## src/rtl/act_lim_pkg.sv

```systemverilog
package act_lim_pkg;
  localparam int WINDOW_ACTS = 4;
  localparam int PTR_W = $clog2(WINDOW_ACTS);

  function automatic logic [PTR_W-1:0] ptr_inc(logic [PTR_W-1:0] p);
    return p + 1'b1;
  endfunction

  function automatic logic [PTR_W-1:0] ptr_dec(logic [PTR_W-1:0] p);
    return p - 1'b1;
  endfunction
endpackage

```

## src/rtl/act_lim_cfg.sv

```systemverilog
module act_lim_cfg #(
  parameter int DLY_W     = 8,
  parameter int DEF_RRD   = 4,
  parameter int DEF_FAW   = 16,
  parameter int DEF_EIGHT = 1
) (
  input  logic             clk,
  input  logic             rst_n,
  input  logic             busy,
  input  logic             load,
  input  logic [DLY_W-1:0] rrd_in,
  input  logic [DLY_W-1:0] faw_in,
  input  logic             eight_in,
  output logic [DLY_W-1:0] rrd_q,
  output logic [DLY_W-1:0] faw_q,
  output logic             eight_q
);
  wire take = load && !busy;

  always_ff @(posedge clk) begin
    if (!rst_n) begin
      rrd_q   <= DLY_W'(DEF_RRD);
      faw_q   <= DLY_W'(DEF_FAW);
      eight_q <= (DEF_EIGHT != 0);
    end else if (take) begin
      rrd_q   <= rrd_in;
      faw_q   <= faw_in;
      eight_q <= eight_in;
    end
  end
endmodule

```

## src/rtl/act_lim_hist.sv

```systemverilog
module act_lim_hist
  import act_lim_pkg::*;
#(
  parameter int TS_W  = 16,
  parameter int DLY_W = 8
) (
  input  logic            clk,
  input  logic            rst_n,
  input  logic [TS_W-1:0] now,
  input  logic            push,
  output logic            last_vld,
  output logic [TS_W-1:0] last_age,
  output logic            full,
  output logic [TS_W-1:0] oldest_age
);
  logic [PTR_W-1:0]       wp;
  logic [WINDOW_ACTS-1:0] vld;
  logic [TS_W-1:0]        age [WINDOW_ACTS];
  logic [PTR_W-1:0]       lastp;

  function automatic logic [TS_W-1:0] age_of(logic [TS_W-1:0] n, logic [TS_W-1:0] t);
    return n - t;
  endfunction

  // an entry this old satisfies any programmable delay
  function automatic logic stale(logic [TS_W-1:0] a);
    return |(a >> DLY_W);
  endfunction

  for (genvar i = 0; i < WINDOW_ACTS; i++) begin : g_slot
    logic [TS_W-1:0] ts_q;
    logic            v_q;
    wire             hit = push && (wp == PTR_W'(i));

    always_ff @(posedge clk) begin
      if (!rst_n) begin
        v_q  <= 1'b0;
        ts_q <= '0;
      end else if (hit) begin
        v_q  <= 1'b1;
        ts_q <= now;
      end else if (v_q && stale(age[i])) begin
        v_q  <= 1'b0;
      end
    end

    assign age[i] = age_of(now, ts_q);
    assign vld[i] = v_q;
  end

  always_ff @(posedge clk) begin
    if (!rst_n)    wp <= '0;
    else if (push) wp <= ptr_inc(wp);
  end

  assign lastp      = ptr_dec(wp);
  assign last_vld   = vld[lastp];
  assign last_age   = age[lastp];
  assign full       = &vld;
  assign oldest_age = age[wp];
endmodule

```

## src/rtl/act_lim_rules.sv

```systemverilog
module act_lim_rules #(
  parameter int TS_W  = 16,
  parameter int DLY_W = 8
) (
  input  logic             last_vld,
  input  logic [TS_W-1:0]  last_age,
  input  logic             full,
  input  logic [TS_W-1:0]  oldest_age,
  input  logic [DLY_W-1:0] rrd,
  input  logic [DLY_W-1:0] faw,
  input  logic             eight,
  output logic             rrd_ok,
  output logic             faw_ok
);
  function automatic logic meets(logic [TS_W-1:0] a, logic [DLY_W-1:0] d);
    return a >= TS_W'(d);
  endfunction

  always_comb begin
    rrd_ok = !last_vld || meets(last_age, rrd);
    faw_ok = !eight || !full || meets(oldest_age, faw);
  end
endmodule

```

## src/rtl/act_window_limiter.sv

```systemverilog
module act_window_limiter #(
  parameter int TS_W      = 16,
  parameter int DLY_W     = 8,
  parameter int BANK_W    = 3,
  parameter int DEF_RRD   = 4,
  parameter int DEF_FAW   = 16,
  parameter int DEF_EIGHT = 1
) (
  input  logic              clk,
  input  logic              rst_n,
  input  logic              req_valid,
  input  logic [BANK_W-1:0] req_bank,
  output logic              req_ready,
  input  logic              cfg_load,
  input  logic [DLY_W-1:0]  cfg_rrd_in,
  input  logic [DLY_W-1:0]  cfg_faw_in,
  input  logic              cfg_eight_in,
  output logic              act_valid,
  output logic [BANK_W-1:0] act_bank,
  output logic [TS_W-1:0]   act_stamp
);
  logic [TS_W-1:0]  now;
  logic [DLY_W-1:0] cfg_rrd, cfg_faw;
  logic             cfg_eight;
  logic             last_vld, full;
  logic [TS_W-1:0]  last_age, oldest_age;
  logic             rrd_ok, faw_ok;
  logic             fire;

  always_ff @(posedge clk) begin
    if (!rst_n) now <= '0;
    else        now <= now + 1'b1;
  end

  act_lim_cfg #(.DLY_W(DLY_W), .DEF_RRD(DEF_RRD), .DEF_FAW(DEF_FAW), .DEF_EIGHT(DEF_EIGHT)) u_cfg (
    .clk(clk), .rst_n(rst_n), .busy(req_valid), .load(cfg_load),
    .rrd_in(cfg_rrd_in), .faw_in(cfg_faw_in), .eight_in(cfg_eight_in),
    .rrd_q(cfg_rrd), .faw_q(cfg_faw), .eight_q(cfg_eight)
  );

  act_lim_hist #(.TS_W(TS_W), .DLY_W(DLY_W)) u_hist (
    .clk(clk), .rst_n(rst_n), .now(now), .push(fire),
    .last_vld(last_vld), .last_age(last_age), .full(full), .oldest_age(oldest_age)
  );

  act_lim_rules #(.TS_W(TS_W), .DLY_W(DLY_W)) u_rules (
    .last_vld(last_vld), .last_age(last_age), .full(full), .oldest_age(oldest_age),
    .rrd(cfg_rrd), .faw(cfg_faw), .eight(cfg_eight),
    .rrd_ok(rrd_ok), .faw_ok(faw_ok)
  );

  assign req_ready = rrd_ok && faw_ok;
  assign fire      = req_valid && req_ready;

  always_ff @(posedge clk) begin
    if (!rst_n) begin
      act_valid <= 1'b0;
      act_bank  <= '0;
      act_stamp <= '0;
    end else begin
      act_valid <= fire;
      if (fire) begin
        act_bank  <= req_bank;
        act_stamp <= now;
      end
    end
  end
endmodule

```

## config.mk

```make
export PLATFORM = sky130hd
export DESIGN_NAME = act_window_limiter
export DESIGN_NICKNAME = d
export VERILOG_FILES = /design/src/rtl/act_lim_pkg.sv /design/src/rtl/act_lim_cfg.sv /design/src/rtl/act_lim_hist.sv /design/src/rtl/act_lim_rules.sv /design/src/rtl/act_window_limiter.sv
export SDC_FILE = /design/constraint.sdc
export NUM_CORES = 1
export LEC_CHECK = 0
export CAP_MARGIN = 40
export CORE_MARGIN = 2
export CORE_UTILIZATION = 50
export DETAILED_ROUTE_END_ITERATION = 7
export PLACE_DENSITY_LB_ADDON = 0.08
export SLEW_MARGIN = 25
export SYNTH_ARGS = -nofsm -noshare
export SYNTH_HDL_FRONTEND = slang
export SYNTH_SLANG_ARGS = --single-unit
```

## constraint.sdc

```tcl
create_clock -name clk -period 5.1 [get_ports clk]
set_clock_uncertainty 0.1 [all_clocks]
set_input_delay 1.02 -clock clk [delete_from_list [all_inputs] [get_ports clk]]
set_output_delay 1.02 -clock clk [all_outputs]
set_load 0.005 [all_outputs]
```

; Yosys cells after proc, flatten, opt, wreduce, memory -nomap -nowiden
; Cells that the tools add are included.
; Widths: inputs -> output; s select.
[word_totals]
reg_bits = 123
output_inout_bits = 21
input_bits = 24
[op_classes]
order_cmp = 5
bitwise_logic = 2
n_eq_ne = 3
n_mux = 16
add_sub_neg = 7
n_reduce_logical = 28
[ops]
columns = operator, count
row1 = $bmux 16 s2, 2
row2 = $mux 16, 4
row3 = $sub 16x16->16, 4
row4 = $ge 16x8->1, 2
row5 = $reduce_or 8->1, 4
row6 = $add 16x1->16 const B, 1
row7 = $logic_and 1x1->1, 11
row8 = $mux 1, 9
row9 = $reduce_bool 2->1, 4
row10 = $ge 3x3->1 const B, 2
row11 = $not 2->3, 2
row12 = $eq 2x2->1 const B, 2
row13 = $logic_not 1->1, 4
row14 = $reduce_and 4->1, 1
row15 = $logic_or 1x1->1, 3
row16 = $lt 2x3->1 const B, 1
row17 = $add 2x1->2 const B, 1
row18 = $bmux 1 s2, 1
row19 = $eq 2x1->1 const B, 1
row20 = $logic_not 2->1, 1
row21 = $sub 2x1->2 const B, 1

; Depth between registers and ports, before layout
; Gate-level depths: netlist of run 1.
[logic_depth]
ltp_word = 11
depth_mapped = 22
ltp_nobuf = 20

; By module
; Synthesis of run 1 repeated with hierarchy kept, for this count alone.
[hier_totals]
cells_unflattened = 1091
area_unflattened_um2 = 9081.2
[by_module_without_submodules]
columns = module, seq_area_each_um2, n_inst, cells_each, area_each_um2
row1 = act_lim_hist, 1401.3, 1, 793, 6543.8
row2 = act_window_limiter, 720.7, 1, 167, 1386.3
row3 = act_lim_cfg, 340.3, 1, 74, 700.7
row4 = act_lim_rules, 0.0, 1, 57, 450.4

; Worst setup path before layout of run 1
; No wires, ideal clock.
[synth_path]
path_type = reg-to-output
start = register now[4]
end = output port req_ready
path_buffers = 0
required_time_ps = 3980
setup_slack_ps = 137
path_stages_with_launch = 18
arrival_time_ps = 3843
cell_sequence = dfxtp_1 -> ha_1 -> a21o_1 -> a31oi_1 -> a21bo_1 -> nand2b_1 -> a21oi_1 -> xnor2_1 -> mux4_2 -> ha_1 -> nand2b_1 -> or4_1 -> a211oi_1 -> o21ai_0 -> or2_0 -> a211oi_1 -> a41o_1 -> nor2_1
[synth_via]
elab_chain_len = 7
elab_cells_between_ends = 15
[synth_lines]
columns = element, line
row1 = "start, declared", act_window_limiter.sv:22  ; logic [TS_W-1:0] now;
row2 = "start signal, assigned", act_window_limiter.sv:32  ; else now <= now + 1'b1;
row3 = $sub 16x16->16, act_lim_hist.sv:22  ; return n - t;
row4 = $bmux 16 s2 (on tied branches), "act_lim_hist.sv:58, act_lim_hist.sv:60"
row5 = $mux 16 (on tied branches) (2 in a row), "act_lim_hist.sv:58, act_lim_hist.sv:60"
row6 = $ge 16x8->1, act_lim_rules.sv:16  ; return a >= TS_W'(d);
row7 = $logic_or 1x1->1 (on tied branches), "act_lim_rules.sv:20, act_lim_rules.sv:21"
row8 = $logic_and 1x1->1 (*), act_window_limiter.sv:52  ; assign req_ready = rrd_ok && faw_ok;
row9 = "end, declared", act_window_limiter.sv:13  ; output logic req_ready,
; Mark *: on every way between the ends. The rest lies on a longest branch, timed or not. The select of a mux whose other input is x is not followed.

; Worst setup path in the final report of run 1
[layout_path]
start = register now[0]
end = output port req_ready
; Same word-level chain as after synthesis.

==> out/results.txt, run 1 <==
Vias: 8173
Part of the power in registers: 33.5%
Cell count after synthesis: 1085
Final Core Density: 63.24%
Internal power: 2.124 mW
Die Y: 138.9 um
DR DRC count: 0
Area of the multi-input gates: 0.006266 sq mm
Final ANT Viol Nets: 0
Boundary pin count: 45
Tightest Pin Transition: 721.1 ps
Minimum clock period: 5516 ps
Syn nets: 1194
Yosys synthesis warning count: 0
Hold Vio Cnt, Final: 0
Unrepaired setup endpoints after global routing: true
Synth cell count leaders: nand2_1 (184), dfxtp_1 (123), inv_1 (89)
Worst skew pair latency: 430 ps
Static Leakage: 4.994 nW
Top cell type's share of synthesized area: 27.05%
Syn_area_per_cell: 8.391 sq um
Switch share: 28.13%
Mux contribution to synthesized area: 13.77%
Async set or reset register ratio after synthesis: 0%
Largest net degree at the start of global routing: 69
Drt total wl: 25190 um
Clk network pwr share: 43.3%
Pwr Total: 2.955 mW
Post-synthesis adder-cell area fraction: 12.01%
Standard-cell rows: 49
Switching pwr: 0.8314 mW
Avg Vias per Cell: 5.621
EDFF count, synth: 0
DR iter-0 viols: 489
# port buffers: 44
Top-count cell post-synth: nand2_1
CP required: 3980 ps
Die area: 0.01930 sq mm
# hold bufs at CTS: 0
Main combinational cell family by area after synthesis: simple AND/OR/NAND/NOR gates
Synth area leader: dfxtp_1
Outcome: complete, but fails checks
Placer Congestion: 0.8936
Synth top area cells: dfxtp_1 (27%), ha_1 (11%), mux2i_1 (9.6%)
Register area share after synthesis: 27.05%
XOR/XNOR Fraction of Synth Area: 5.484%
Placed instance count: 1414
Failing checks: negative setup slack
Grt met3 use: 3.971%
Count of different cell masters after synthesis: 76
Max-slew headroom: 51.71%
Die W: 138.9 um
CTS root buf: clkbuf_16
Final Setup Violations: 1
Hold_ws: 352.7 ps
Worst Path Arrival: 4400 ps
FMAX: 181.3 MHz
FILL cells: 1566
Synth Area in Compound Gates: 16.19%
Gr ovfl total: 0
Final std cells w/o fill: 1454
Post-DP HPWL: 18860 um
Core area: 0.01790 sq mm
Final worst path period share: 108.2%
Met2 GRT Util: 42.34%
Mapped Area: 0.009104 sq mm
Layout cell share with drive strength beyond 1: 18.20%
1st-pass router iterations: 5
Clk buf depth: 2
Simple-Gate Fraction of Synth Area: 19.04%
Critical-path maximum fanout: 4
Main synth FF type: dfxtp_1
GRT busiest layer: met2
Area growth syn-to-layout: 24.37%
M1 GR Usage: 37.30%
Clock slew seen by the registers of the worst setup and hold paths: 60 ps
Clock sinks: 123
Starting Density: 50.85%
# diodes: 0
CTS tree: built
Slew Viols, Final: 0
Vias in the first global route: 7798
Final net count: 1321
H-tree lvl count: 4
Total CTS buffers: 17
PwrDens: 261.0 mW/mm^2
Antenna violations before repair: 0
FF+latch count, synth: 123
Comb power frac: 23.2%
Setup ws final: -416.3 ps
CP startpoint kind: flip-flop
VDD IR max: 0.2314 mV
WL/cell: 17.32 um
Maximum Capacitance Violations: 0
CP endpoint kind: output port
Min-delay worst type: reg2reg
Global-route wire length before repair: 40630 um
GRT Total Usage: 26.41%
WS Path Type: reg2out
Register Area: 0.002471 sq mm
DP Worst Slack: -568.4 ps
-- logic make-up after synthesis --
logic type,Yosys count
AND/OR/NAND/NOR,367
AO/OA/AOI/OAI,209
buffers and inverters,139
flip-flops,123
multiplexers,105
adder cells (fa/ha/maj),85
XOR/XNOR,57
-- critical path, stage by stage (launching register included) --
cell	delay, ps
dfxtp_2	330
inv_2	50
ha_1	210
fa_1	400
and2b_1	240
o2111ai_2	150
nand2_1	120
xor2_1	90
mux4_2	460
ha_1	200
or4_4	540
a211oi_4	200
nor2_1	80
nor2_1	130
nand4bb_1	110
o32a_1	320
o211ai_1	100
nor2_2	90
buf_2	130
-- metrics by stage --
step | area, sq um | TNS [ps]
after detailed placement | 10440 | -568.4
final | 11320 | -416.3
after CTS | 11280 | -517.9
after floorplan | 9104 | 0
after global placement | 10390 | -390.4
after global routing | 11320 | -610.7
-- what timing repair did --
action	4_1_cts	5_1_grt
pin swaps	16	11
endpoints found under the hold margin	0	0
gates cloned	0	0
gates resized for setup	40	9
endpoints found under the setup margin	1	88
buffers inserted	8	0
-- flip-flops by register name, indices dropped and copies added, names as in the netlist --
name / cells
u_cfg.faw_q: 8
u_hist.g_slot.v_q: 4
u_hist.wp: 2
act_stamp: 16
act_bank: 3
u_cfg.rrd_q: 8
act_valid: 1
u_hist.g_slot.ts_q: 64
now: 16
u_cfg.eight_q: 1
-- power by group through the flow --
stage | clock network, mW | registers [mW] | logic (mW)
after floorplan | 0 | 1.01 | 0.412
after global placement | 0 | 1.01 | 0.616
after detailed placement | 0 | 1.01 | 0.630
after CTS | 1.29 | 0.991 | 0.666
after global routing | 1.34 | 0.993 | 0.737
final | 1.28 | 0.991 | 0.686
-- final timing paths --
path | from | endpoint | slack (ps) | depth (start not counted)
setup / recovery | now[0] | req_ready | -420 | 18
hold reg to reg | u_hist.g_slot[1].ts_q[12] | u_hist.g_slot[1].ts_q[12] | 350 | 2
hold / removal | u_hist.g_slot[1].ts_q[12] | u_hist.g_slot[1].ts_q[12] | 350 | 2
setup reg to reg | now[0] | u_hist.g_slot[3].ts_q[14] | 230 | 21
-- layout by cell type, fill, tap and decap left out, types with 17 or more instances in the layout --
cell	n
nand2_1	183
o21ai_0	27
clkdlybuf4s50_1	42
a21boi_0	17
a21oi_1	47
dfxtp_1	118
ha_1	74
nor2_1	45
nand3_1	24
inv_1	87
xnor2_1	43
clkbuf_16	17
and2_1	17
buf_4	109
mux2i_1	87
-- final cells by class --
cell class	count	area share [%]
sequential	123	21.83
multi-input combinational	823	55.34
tap	229	2.531
clock inverter	12	1.426
clock buffer	20	4.034
inverter	90	2.984
timing repair buffer	157	11.86
-- layer usage --
metal / routed length, um / part of all wire [%]
met5: 0 / 0
met4: 454 / 1.8
met3: 1094 / 4.3
met2: 11460 / 46
met1: 12180 / 48
(Power assumes the default switching activity.)
==> run 2: changes to the inputs <==
CORE_UTILIZATION = 55   (was 50)
CTS_BUF_LIST = sky130_fd_sc_hd__clkbuf_8   (was default)
SYNTH_HIERARCHICAL = 1   (was default)
==> out/results.txt, run 2 <==
Register Area: 0.002477 sq mm (was 0.002471 sq mm)
Worst-path cell with the longest stage delay: mux4_2 (was or4_4)
Comb power frac: 33.2% (was 23.2%)
Area growth syn-to-layout: 34.02% (was 24.37%)
Slew Viols, Final: 0 (unchanged)
Register area share after synthesis: 27.11% (was 27.05%)
Worst skew pair latency: 460 ps (was 430 ps)
CTS root buf: clkbuf_8 (was clkbuf_16)
Hold Vio Cnt, Final: 0 (unchanged)
Boundary pin count: 45 (unchanged)
Pwr Total: 2.826 mW (was 2.955 mW)
PwrDens: 232.2 mW/mm^2 (was 261.0 mW/mm^2)
Final ANT Viol Nets: 0 (unchanged)
Yosys synthesis warning count: 6 (was 0)
1st-pass router iterations: 5 (unchanged)
Minimum clock period: 5454 ps (was 5516 ps)
DR iter-0 viols: 798 (was 489)
Bufs and invs on worst path: 4 (was 2)
Post-DP HPWL: 20280 um (was 18860 um)
FF+latch count, synth: 123 (unchanged)
Min-delay worst type: reg2reg (unchanged)
CP startpoint kind: flip-flop (unchanged)
Placed instance count: 1476 (was 1414)
WL/cell: 18.67 um (was 17.32 um)
WS Path Type: reg2out (unchanged)
Failing checks: negative setup slack (unchanged)
Syn_area_per_cell: 8.324 sq um (was 8.391 sq um)
Synth top area cells: dfxtp_1 (27%), ha_1 (11%), nand2_1 (9.5%) (was dfxtp_1 (27%), ha_1 (11%), mux2i_1 (9.6%))
Reg-to-Reg Start: now[1] (was now[0])
Worst Path Arrival: 4330 ps (was 4400 ps)
# diodes: 0 (unchanged)
Final Setup Violations: 1 (unchanged)
Outcome: complete, but fails checks (unchanged)
Synth area leader: dfxtp_1 (unchanged)
GRT Total Usage: 32.19% (was 26.41%)
Hold depth: 2 (unchanged)
Unrepaired setup endpoints after global routing: true (unchanged)
Reg with most FFs: u_hist/g_slot.ts_q (was u_hist.g_slot.ts_q)
Die area: 0.01755 sq mm (was 0.01930 sq mm)
Hold_sp: u_hist/g_slot[3].ts_q[8] (was u_hist.g_slot[1].ts_q[12])
Critical-path maximum fanout: 5 (was 4)
CTS tree: built (unchanged)
# port buffers: 44 (unchanged)
Clk buf depth: 2 (unchanged)
CP top delay family: compound AO/OA/AOI/OAI gates (was simple AND/OR/NAND/NOR gates)
Setup ws final: -353.9 ps (was -416.3 ps)
EDFF count, synth: 0 (unchanged)
Total CTS buffers: 17 (unchanged)
Crit-path most repeated cell: buf_6
Largest net degree at the start of global routing: 46 (was 69)
H-tree lvl count: 4 (unchanged)
Antenna violations before repair: 0 (unchanged)
Commonest non-fill, non-tap cells in the layout: nand2_1 (224), buf_4 (175), dfxtp_1 (117), inv_1 (96), ha_1 (68) (was nand2_1 (183), dfxtp_1 (118), buf_4 (109), inv_1 (87), mux2i_1 (87))
Global-route wire length before repair: 44400 um (was 40630 um)
FMAX: 183.4 MHz (was 181.3 MHz)
CP endpoint kind: output port (unchanged)
# hold bufs at CTS: 0 (unchanged)
FILL cells: 1221 (was 1566)
Final std cells w/o fill: 1537 (was 1454)
DR DRC count: 0 (unchanged)
CP peak stage delay: 490 ps (was 540 ps)
Avg Vias per Cell: 5.801 (was 5.621)
Top-count cell post-synth: nand2_1 (unchanged)
Standard-cell rows: 46 (was 49)
VDD IR max: 0.2106 mV (was 0.2314 mV)
Final worst path period share: 106.9% (was 108.2%)
Maximum Capacitance Violations: 0 (unchanged)
Clock sinks: 123 (unchanged)
Layout cell share with drive strength beyond 1: 26.95% (was 18.20%)
Vias: 8916 (was 8173)
Reg-to-Reg End: u_hist/g_slot[3].ts_q[2] (was u_hist.g_slot[3].ts_q[14])
Cell count after synthesis: 1091 (was 1085)
Main synth FF type: dfxtp_1 (unchanged)
Final net count: 1417 (was 1321)
Drt total wl: 28690 um (was 25190 um)
CP required: 3980 ps (about the same)
Internal power: 1.899 mW (was 2.124 mW)
Clock slew seen by the registers of the worst setup and hold paths: 80 ps (was 60 ps)
Commonest non-fill, non-tap cell in the layout: nand2_1 (unchanged)
Die Y: 132.5 um (was 138.9 um)
Async set or reset register ratio after synthesis: 0% (unchanged)
Hold_ws: 353.7 ps (was 352.7 ps)
Syn nets: 1200 (was 1194)
Static Leakage: 4.931 nW (was 4.994 nW)
Core area: 0.01600 sq mm (was 0.01790 sq mm)
Synth cell count leaders: nand2_1 (231), dfxtp_1 (123), inv_1 (97) (was nand2_1 (184), dfxtp_1 (123), inv_1 (89))
Worst R2R Setup Slack: 20 ps (was 230 ps)
Clk network pwr share: 31.7% (was 43.3%)
Switching pwr: 0.9268 mW (was 0.8314 mW)
Switch share: 32.79% (was 28.13%)
Die W: 132.5 um (was 138.9 um)
CP cell instances: buf_6 > ha_4 > nor2b_4 > o31a_1 > a21o_1 > o41ai_2 > o21ai_1 > a21oi_2 > xnor2_2 > buf_4 > buf_6 > mux4_2 > nor4b_4 > nand3_1 > a21oi_2 > o21ai_2 > and2_4 > buf_6 (was inv_2 > ha_1 > fa_1 > and2b_1 > o2111ai_2 > nand2_1 > xor2_1 > mux4_2 > ha_1 > or4_4 > a211oi_4 > nor2_1 > nor2_1 > nand4bb_1 > o32a_1 > o211ai_1 > nor2_2 > buf_2)
Area of the multi-input gates: 0.006505 sq mm (was 0.006266 sq mm)
Max-slew headroom: 49.08% (was 51.71%)
Max reg flops: 64 (unchanged)
Hold EP: u_hist/g_slot[3].ts_q[8] (was u_hist.g_slot[1].ts_q[12])
Starting Density: 56.76% (was 50.85%)
Vias in the first global route: 8636 (was 7798)
Worst Reg2Reg Path Length in Cells: 25 (was 21)
Gr ovfl total: 0 (unchanged)
Tightest Pin Transition: 763.8 ps (was 721.1 ps)
Part of the power in registers: 35.1% (was 33.5%)
Mapped Area: 0.009081 sq mm (was 0.009104 sq mm)
Placer Congestion: 0.9800 (was 0.8936)
Count of different cell masters after synthesis: 76 (unchanged)
Biggest registers after layout: u_hist/g_slot.ts_q x64, act_stamp x16, now x16 (was u_hist.g_slot.ts_q x64, act_stamp x16, now x16)
Top cell type's share of synthesized area: 27.11% (was 27.05%)
run 2: logic make-up (layout without fill, tap and decap cells):
family / after synthesis / in the layout / share of synthesized area, %
fa+ha+maj: 85 / 85 / 12.04
mux: 53 / 53 / 10.51
buf+inv: 142 / 372 / 6.434
xor+xnor: 55 / 55 / 5.304
compound gates: 243 / 243 / 18.78
simple gates: 390 / 390 / 19.81
flops: 123 / 123 / 27.11
run 2: worst max-delay path by stage:
stage,from,endpoint,slack [ps],cells past startpoint
after global placement,now[0],req_ready,-350,16
final,now[1],req_ready,-350,18
after CTS,now[0],req_ready,-250,16
after floorplan,u_hist/wp[1],u_hist/g_slot[1].ts_q[11],20,22
after detailed placement,now[0],req_ready,-420,16
after global routing,u_hist/g_slot[3].ts_q[6],req_ready,-470,16
run 2: metrics by stage:
step	cell area [sq um]	setup TNS, ps	util (%)	setup WS, ps
after global placement	10950	-351.1	68.41	-351.1
after CTS	12060	-252.6	75.38	-252.6
after detailed placement	10960	-1747	68.50	-416.5
after global routing	12170	-1411	76.06	-472.2
after floorplan	9084	0	-	17.45
final	12170	-353.9	76.06	-353.9
run 2: timing repair:
action	4_1_cts	5_1_grt
gates cloned	4	0
endpoints found under the setup margin	67	90
pin swaps	42	15
setup buffers	24	7
gates resized for setup	102	35
run 2: cell type report:
type | instances | area share, %
clock buffers | 17 | 1.922
clock inverters | 15 | 1.347
inverters | 98 | 3.043
multi-input cells | 826 | 53.45
flip-flops and latches | 123 | 20.36
well taps | 216 | 2.221
repair buffers | 242 | 17.66
run 2: power groups by stage:
stage | Clock (mW) | Combinational [mW] | Sequential [mW]
final | 0.896 | 0.939 | 0.992
after global routing | 0.949 | 0.987 | 0.994
after CTS | 0.906 | 0.882 | 0.991
after detailed placement | 0 | 0.795 | 1.01
after global placement | 0 | 0.779 | 1.01
after floorplan | 0 | 0.505 | 1.01
run 2: layer usage:
metal | routed length, um | GRT usage (%) | vias to the layer above
li1 | - | - | 4234
met3 | 1999 | 5.556 | 61
met1 | 12180 | 42.01 | 4245
met5 | 0 | 0 | -
met4 | 660 | 9.618 | 0
met2 | 13850 | 54.72 | 376
run 2: worst register-to-register path, stage by stage, from the launching register on:
cell and delay, ps:
dfxtp_4 380, buf_6 120, ha_4 220, nor2b_4 120
o31a_1 260, a21o_1 240, o41ai_2 340, o21ai_1 150
a21oi_2 200, xnor2_2 80, buf_4 140, mux4_2 450
or4_4 450, a2111oi_4 240, o2111ai_2 170, buf_4 180
buf_4 130, buf_4 130, nand3_4 80, inv_4 60
buf_6 140, buf_12 130, nand2_8 80, buf_16 150
nand2_1 80, a21boi_1 170
